**src/rtl/sr_pkg.sv**
```systemverilog
package sr_pkg;

    localparam int STS_W   = 8;
    localparam int B_WPEN  = 7;
    localparam int B_BPHI  = 3;
    localparam int B_BPLO  = 2;
    localparam int B_WEL   = 1;
    localparam int B_BUSY  = 0;

    typedef enum logic [1:0] {
        BP_NONE = 2'b00,
        BP_QTR  = 2'b01,
        BP_HALF = 2'b10,
        BP_ALL  = 2'b11
    } bp_t;

    typedef struct packed {
        logic wpen;
        bp_t  bp;
    } nv_t;

    // Top two address bits against the block-protect code.
    function automatic logic addr_fenced(input logic [1:0] top2, input bp_t bp);
        case (bp)
            BP_NONE: return 1'b0;
            BP_QTR:  return (top2 == 2'b11);
            BP_HALF: return top2[1];
            default: return 1'b1;
        endcase
    endfunction

    function automatic logic [STS_W-1:0] pack_status(input nv_t nv, input logic wel,
                                                     input logic busy);
        logic [STS_W-1:0] s;
        s          = '0;
        s[B_WPEN]  = nv.wpen;
        s[B_BPHI:B_BPLO] = nv.bp;
        s[B_WEL]   = wel;
        s[B_BUSY]  = busy;
        return s;
    endfunction

endpackage

```
**src/rtl/sr_wel_latch.sv**
```systemverilog
module sr_wel_latch (
    input  logic clk,
    input  logic rst,
    input  logic set_i,
    input  logic clr_i,
    output logic wel_o
);
    always_ff @(posedge clk) begin
        if (rst)        wel_o <= 1'b0;
        else if (clr_i) wel_o <= 1'b0;   // clearing wins
        else if (set_i) wel_o <= 1'b1;
    end
endmodule

```
**src/rtl/sr_nv_bits.sv**
```systemverilog
module sr_nv_bits
    import sr_pkg::*;
(
    input  logic             clk,
    input  logic             rst,
    input  logic             load_i,
    input  logic [STS_W-1:0] data_i,
    output nv_t              nv_o
);
    always_ff @(posedge clk) begin
        if (rst) begin
            nv_o.wpen <= 1'b0;
            nv_o.bp   <= BP_NONE;
        end else if (load_i) begin
            nv_o.wpen <= data_i[B_WPEN];
            nv_o.bp   <= bp_t'(data_i[B_BPHI:B_BPLO]);
        end
    end
endmodule

```
**src/rtl/sr_guard.sv**
```systemverilog
module sr_guard
    import sr_pkg::*;
(
    input  logic       wel_i,
    input  nv_t        nv_i,
    input  logic       wp_n_i,
    input  logic [1:0] addr_top_i,
    output logic       sts_ok_o,
    output logic       arr_ok_o
);
    logic hw_lock;

    always_comb begin
        hw_lock  = nv_i.wpen && !wp_n_i;
        sts_ok_o = wel_i && !hw_lock;
        arr_ok_o = wel_i && !addr_fenced(addr_top_i, nv_i.bp);
    end
endmodule

```
**src/rtl/sr_protect_unit.sv**
```systemverilog
module sr_protect_unit
    import sr_pkg::*;
#(
    parameter int ADDR_W = 12
) (
    input  logic              clk,
    input  logic              rst,
    input  logic              set_wel_i,
    input  logic              clr_wel_i,
    input  logic              sts_wr_i,
    input  logic [STS_W-1:0]  sts_data_i,
    input  logic              arr_wr_i,
    input  logic [ADDR_W-1:0] arr_addr_i,
    input  logic              wp_n_i,
    input  logic              busy_i,
    output logic [STS_W-1:0]  status_o,
    output logic              sts_allow_o,
    output logic              arr_allow_o
);
    localparam int TOP_LO = ADDR_W - 2;

    logic       wel;
    nv_t        nv;
    logic       sts_take;
    logic       arr_take;
    logic       wel_clr;
    logic [1:0] addr_top;

    assign addr_top = arr_addr_i[ADDR_W-1:TOP_LO];

    sr_guard u_guard (
        .wel_i      (wel),
        .nv_i       (nv),
        .wp_n_i     (wp_n_i),
        .addr_top_i (addr_top),
        .sts_ok_o   (sts_allow_o),
        .arr_ok_o   (arr_allow_o)
    );

    assign sts_take = sts_wr_i && sts_allow_o;
    assign arr_take = arr_wr_i && arr_allow_o;
    assign wel_clr  = clr_wel_i || sts_take || arr_take;

    sr_wel_latch u_wel (
        .clk   (clk),
        .rst   (rst),
        .set_i (set_wel_i),
        .clr_i (wel_clr),
        .wel_o (wel)
    );

    sr_nv_bits u_nv (
        .clk    (clk),
        .rst    (rst),
        .load_i (sts_take),
        .data_i (sts_data_i),
        .nv_o   (nv)
    );

    assign status_o = pack_status(nv, wel, busy_i);

    // a granted array write drops the latch
    assert_arr_clears_R8: assert property (@(posedge clk) disable iff (rst)
        (arr_wr_i && arr_allow_o) |=> !status_o[B_WEL]);

    // a refused status write keeps the stored protection bits
    assert_sts_denied_hold_R5: assert property (@(posedge clk) disable iff (rst)
        (sts_wr_i && !sts_allow_o) |=> $stable(status_o[B_WPEN:B_BPLO]));

    // pin low with protect-enable set locks the status register
    assert_hw_lock_R5: assert property (@(posedge clk) disable iff (rst)
        (status_o[B_WPEN] && !wp_n_i) |-> !sts_allow_o);

    // no grant without the latch
    assert_grant_needs_wel_R6: assert property (@(posedge clk) disable iff (rst)
        (arr_allow_o || sts_allow_o) |-> status_o[B_WEL]);

    // the all-protected code refuses every address
    assert_all_fenced_R7: assert property (@(posedge clk) disable iff (rst)
        (status_o[B_BPHI:B_BPLO] == 2'b11) |-> !arr_allow_o);

    // a lone set strobe raises the latch
    assert_set_R2: assert property (@(posedge clk) disable iff (rst)
        (set_wel_i && !clr_wel_i && !sts_wr_i && !arr_wr_i) |=> status_o[B_WEL]);

    // a clear strobe always drops the latch
    assert_clr_R2: assert property (@(posedge clk) disable iff (rst)
        clr_wel_i |=> !status_o[B_WEL]);

endmodule

```
**config.mk**
```make
export PLATFORM = sky130hd
export DESIGN_NAME = sr_protect_unit
export DESIGN_NICKNAME = d
export VERILOG_FILES = /design/src/rtl/sr_pkg.sv /design/src/rtl/sr_wel_latch.sv /design/src/rtl/sr_nv_bits.sv /design/src/rtl/sr_guard.sv /design/src/rtl/sr_protect_unit.sv
export SDC_FILE = /design/constraint.sdc
export NUM_CORES = 1
export LEC_CHECK = 0
export ABC_CLOCK_PERIOD_IN_PS = 2400
export BUFFER_PORTS_ARGS = -buffer_cell sky130_fd_sc_hd__clkbuf_2
export CAP_MARGIN = 0
export CORE_AREA = 2 2 39 41
export CTS_BUF_LIST = sky130_fd_sc_hd__clkbuf_8
export DETAILED_ROUTE_END_ITERATION = 10
export DIE_AREA = 0 0 41 43
export HOLD_SLACK_MARGIN = 0.02
export PLACE_DENSITY_LB_ADDON = 0.3
export SLEW_MARGIN = 10
export SYNTH_ARGS = -nofsm -noshare
export SYNTH_HDL_FRONTEND = slang
export SYNTH_SLANG_ARGS = --single-unit
export TNS_END_PERCENT = 10
```
**constraint.sdc**
```tcl
create_clock -name clk -period 2.4 [get_ports clk]
set_input_delay 0.36 -clock clk [delete_from_list [all_inputs] [get_ports clk]]
set_output_delay 0.36 -clock clk [all_outputs]
set_load 0.01 [all_outputs]
```
# After elaboration in Yosys (flattened, before gate mapping)
# Cells that the tools add are included.
[classes] n_addsub=0 n_mul=0 div_mod_pow=0 order_cmp=0 eq_ne=3 n_shift=0 n_mux=1 bitwise=0 reduce_logical=12
[ops] operator="$logic_and A1 B1 Y1" n=5
[ops] operator="$eq A2 B2 Y1 const B" n=2
[ops] operator="$logic_not A1 Y1" n=3
[ops] operator="$pmux W1 S3" n=1
[ops] operator="$eq A2 B1 Y1 const B" n=1
[ops] operator="$logic_not A2 Y1" n=1
[ops] operator="$logic_or A1 B1 Y1" n=2
[ops] operator="$reduce_or A2 Y1" n=1
[totals] ff_bits=4 latchBits=0 ram_bits=0 romBits=0 mem_count=0

# Logic depth before layout (Yosys ltp)
[logic_depth] ltp_word=8 depth_mapped=4

# Modules after synthesis
# From an unflattened synthesis, not the netlist that was laid out.
[hier_totals] hier_cells=25 area_unflattened_um2=221.5
[by_module_without_submodules] module="sr_nv_bits" instances=1 cells_per_inst=9 area_each_um2=101.3
[by_module_without_submodules] module="sr_protect_unit" instances=1 cells_per_inst=8 area_each_um2=58.8
[by_module_without_submodules] module="sr_wel_latch" instances=1 cells_per_inst=3 area_each_um2=33.8
[by_module_without_submodules] module="sr_guard" instances=1 cells_per_inst=5 area_each_um2=27.5

# Worst setup path before layout
# Ideal clock, no wire load.
[synth_timing] kind="register to output" start="register u_nv.nv_o[0] (netlist name)" end="output port arr_allow_o" arrival_ps=711 required_ps=2040 path_slack_ps=1329 stages_incl_launch_ff=3 cell_sequence="dfxtp_1 -> o21ai_0 -> and3_1"
[synth_between] elab_chain_len=4 word_cells_on_any_way=6 cone_classes="eq/ne: 2; mux: 1; reduce/logical: 3"
[synth_lines] element="start, declared" line="sr_nv_bits.sv:8" text="output nv_t nv_o"
[synth_lines] element="$eq A2 B2 Y1, or another cell as far along" line="sr_pkg.sv:24" text="case (bp)"
[synth_lines] element="$pmux W1 S3 *" line="sr_pkg.sv:24"
[synth_lines] element="$logic_not A1 Y1 *" line="sr_guard.sv:16" text="arr_ok_o = wel_i && !addr_fenced(addr_top_i, nv_i.bp);"
[synth_lines] element="$logic_and A1 B1 Y1 *" line="sr_guard.sv:16"
[synth_lines] element="end, declared" line="sr_protect_unit.sv:18" text="output logic arr_allow_o"
# Mark *: on every way between the ends. The rest lies on a longest branch, timed or not.

# Worst setup path in the final report
# Ends and elaborated chain as after synthesis.

==> reports/results.tsv <==
metric	value	unit
Worst Setup SP	u_nv.nv_o[0]	
Avg Synthesized Cell Area	8.888	sq um
R2R depth	2	
TritonCTS Sinks	4	
Hold EP	u_wel.wel_o	
Yosys top cell by area	dfxtp_1	
Worst Path Buf+Inv	1	
synthesis-to-layout area growth	40.78	%
P_sw	0.04584	mW
Crit Path Class	flop to output port	
HP Start	arr_wr_i	
post-synthesis async set-or-reset flop share	0	%
Via density	3.787	
part of the power in registers	30.1	%
post-synthesis sequential area ratio	31.07	%
final worst-path cycle share	57.55	%
YS warnings	0	
synthesized area	257.7	sq um
Slew Viols, Final	0	
Clock Latency Late Sink	0.22	ns
n_diodes	0	
drt wl/cell	8.721	um
CTS-repair resized insts	0	
Pwr Density	649.6	mW/mm^2
Data arrival, critical path	1.02	ns
die width	41	um
Yosys reg bits	4	
static leakage	0.1773	nW
first-pass GRT wire length	752	um
maximum number of pins on one net before global-route repair	8	
CP delay by family, top	flip-flops	
Worst EP required	2.04	ns
Cell Chain, Critical Path	o21ai_0, and3_1, clkbuf_2	
CTS tree	built	
Core Util, Final	26.22	%
post-synth top area share	31.07	%
Hold Fails Final Rpt	0	
Critical-path top delay cell	dfxtp_1	
DRT Wirelength	532	um
clock slew at reported path FFs	0.03	ns
total core area	0.001384	sq mm
placed inst area	321.6	sq um
H-tree levels	1	
CP endpoint kind	output port	
IO Port Bufs	17	
Finish-stage setup viols	0	
hold buffer count at cts	0	
combinational share of power	11.1	%
Tmin final	1.381	ns
largest cells by area after synthesis	dfxtp_1, nand2b_1, buf_4	
number of setup buffers added after CTS	0	
GP Congestion	0.5873	
r2r startpoint	u_wel.wel_o	
critical path startpoint category	flop	
internal power	0.1899	mW
GR Overflow Total	0	
status	completed	
top_reg_cell synth	dfxtp_1	
Synth cell types	12	
Max Cap Viol	0	
DIE AREA	0.001763	sq mm
Min Hold Slack	0.3282	ns
DRT Pass-1 Iters	1	
DRC	0	
final instance area	362.8	sq um
vias in the first global route	186	
Fin Clk Skew	0.003254	ns
I/O pin cnt	38	
DR vias	231	
CTS buffer count	3	
Post-synth top cells	nand2b_1, buf_4, dfxtp_1, mux2i_1	
worst-path maximum fanout	4	
antenna violations before repair	0	
sw frac	19.45	%
Filler Cells Inserted	161	
CTS root buffer	clkbuf_8	
post-synthesis cell count	29	
power share of the clock group	58.8	%
Max stage delay on crit path	0.32	ns
Initial Util	18.63	%
CTS max path bufs	2	
Rows	14	
layout cell share with drive strength beyond 1	48.89	%
reg-to-reg slack, setup	1.43	ns
die height	43	um
initial drt markers	0	
Hold WC Path Type	input port to flop	
FMAX	724.0	MHz
WHS Path Cells	2	
VDD IR max	0.0004712	V
R2R Path End	u_nv.nv_o[2]	
antenna-violating nets left	0	
Final nets	75	
GRT Total Usage	7.739	%
Post-synth EDFFs	0	
setup TNS	0	ns
RSZ-0062 raised after global routing	false	
most common cell in the netlist	nand2b_1	
[metal layers]
layer	part of all wire [%]	vias to the layer above	global-route usage, %
met1	39	89	6.129
met5	0	-	0
met3	17	5	9.424
met4	3.0	0	6.667
met2	41	16	9.375
li1	-	121	-
[sequential cells by signal (all words and copies together), names as in the netlist]
name / cells
u_nv.nv_o: 3
u_wel.wel_o: 1
[worst max path at each step]
| stage | slack [ns] | endpoint | cells past startpoint |
|---|---|---|---|
| floorplan | 1.33 | arr_allow_o | 2 |
| global placement | 1.12 | arr_allow_o | 4 |
| detailed placement | 1.13 | arr_allow_o | 4 |
| CTS | 1.0 | arr_allow_o | 3 |
| global route | 0.91 | arr_allow_o | 3 |
| finish | 1.02 | arr_allow_o | 3 |
[metrics by stage]
step / setup slack [ns] / std cells / total power [mW]
floorplan: 1.329 / 31 / 0.09150
global placement: 1.122 / 58 / 0.09799
detailed placement: 1.127 / 58 / 0.09836
CTS: 0.9968 / 61 / 0.2418
global route: 0.9065 / 61 / 0.2542
finish: 1.019 / 61 / 0.2357
[cell type report]
class	instances	area [sq um]	area share (%)
Tap cell	16	20.02	5.517
Clock buffer	3	41.29	11.38
Sequential cell	4	80.08	22.07
Multi-Input combinational cell	21	136.4	37.59
Timing Repair Buffer	17	85.08	23.45
[kinds of logic after synthesis]
family          synth area share (%)
other cells                    1.455
flops                          31.07
simple gates                   28.15
buf+inv                        18.93
mux                            11.65
compound gates                 8.737
[worst reg2reg max path: cells and delay by family, from the launching register on]
family        cells  cell delay (ns)
simple gates      1             0.32
mux               1             0.20
flops             1             0.37
[power groups by stage]
stage | clock network (mW) | registers (mW) | logic, mW
global placement | 0 | 0.0719 | 0.0261
global route | 0.154 | 0.0712 | 0.0294
CTS | 0.144 | 0.0711 | 0.0265
floorplan | 0 | 0.0719 | 0.0196
finish | 0.138 | 0.0710 | 0.0262
detailed placement | 0 | 0.0720 | 0.0264
[placed cells by master, fill, tap and decap left out]
cell type / instances
nand3_1: 1
and3_1: 2
nand2b_1: 7
a211oi_2: 1
and2_2: 1
clkbuf_2: 17
conb_1: 3
clkbuf_8: 3
o21ai_0: 2
nor2_1: 1
dfxtp_1: 4
mux2i_1: 3
(Power assumes the default switching activity.)
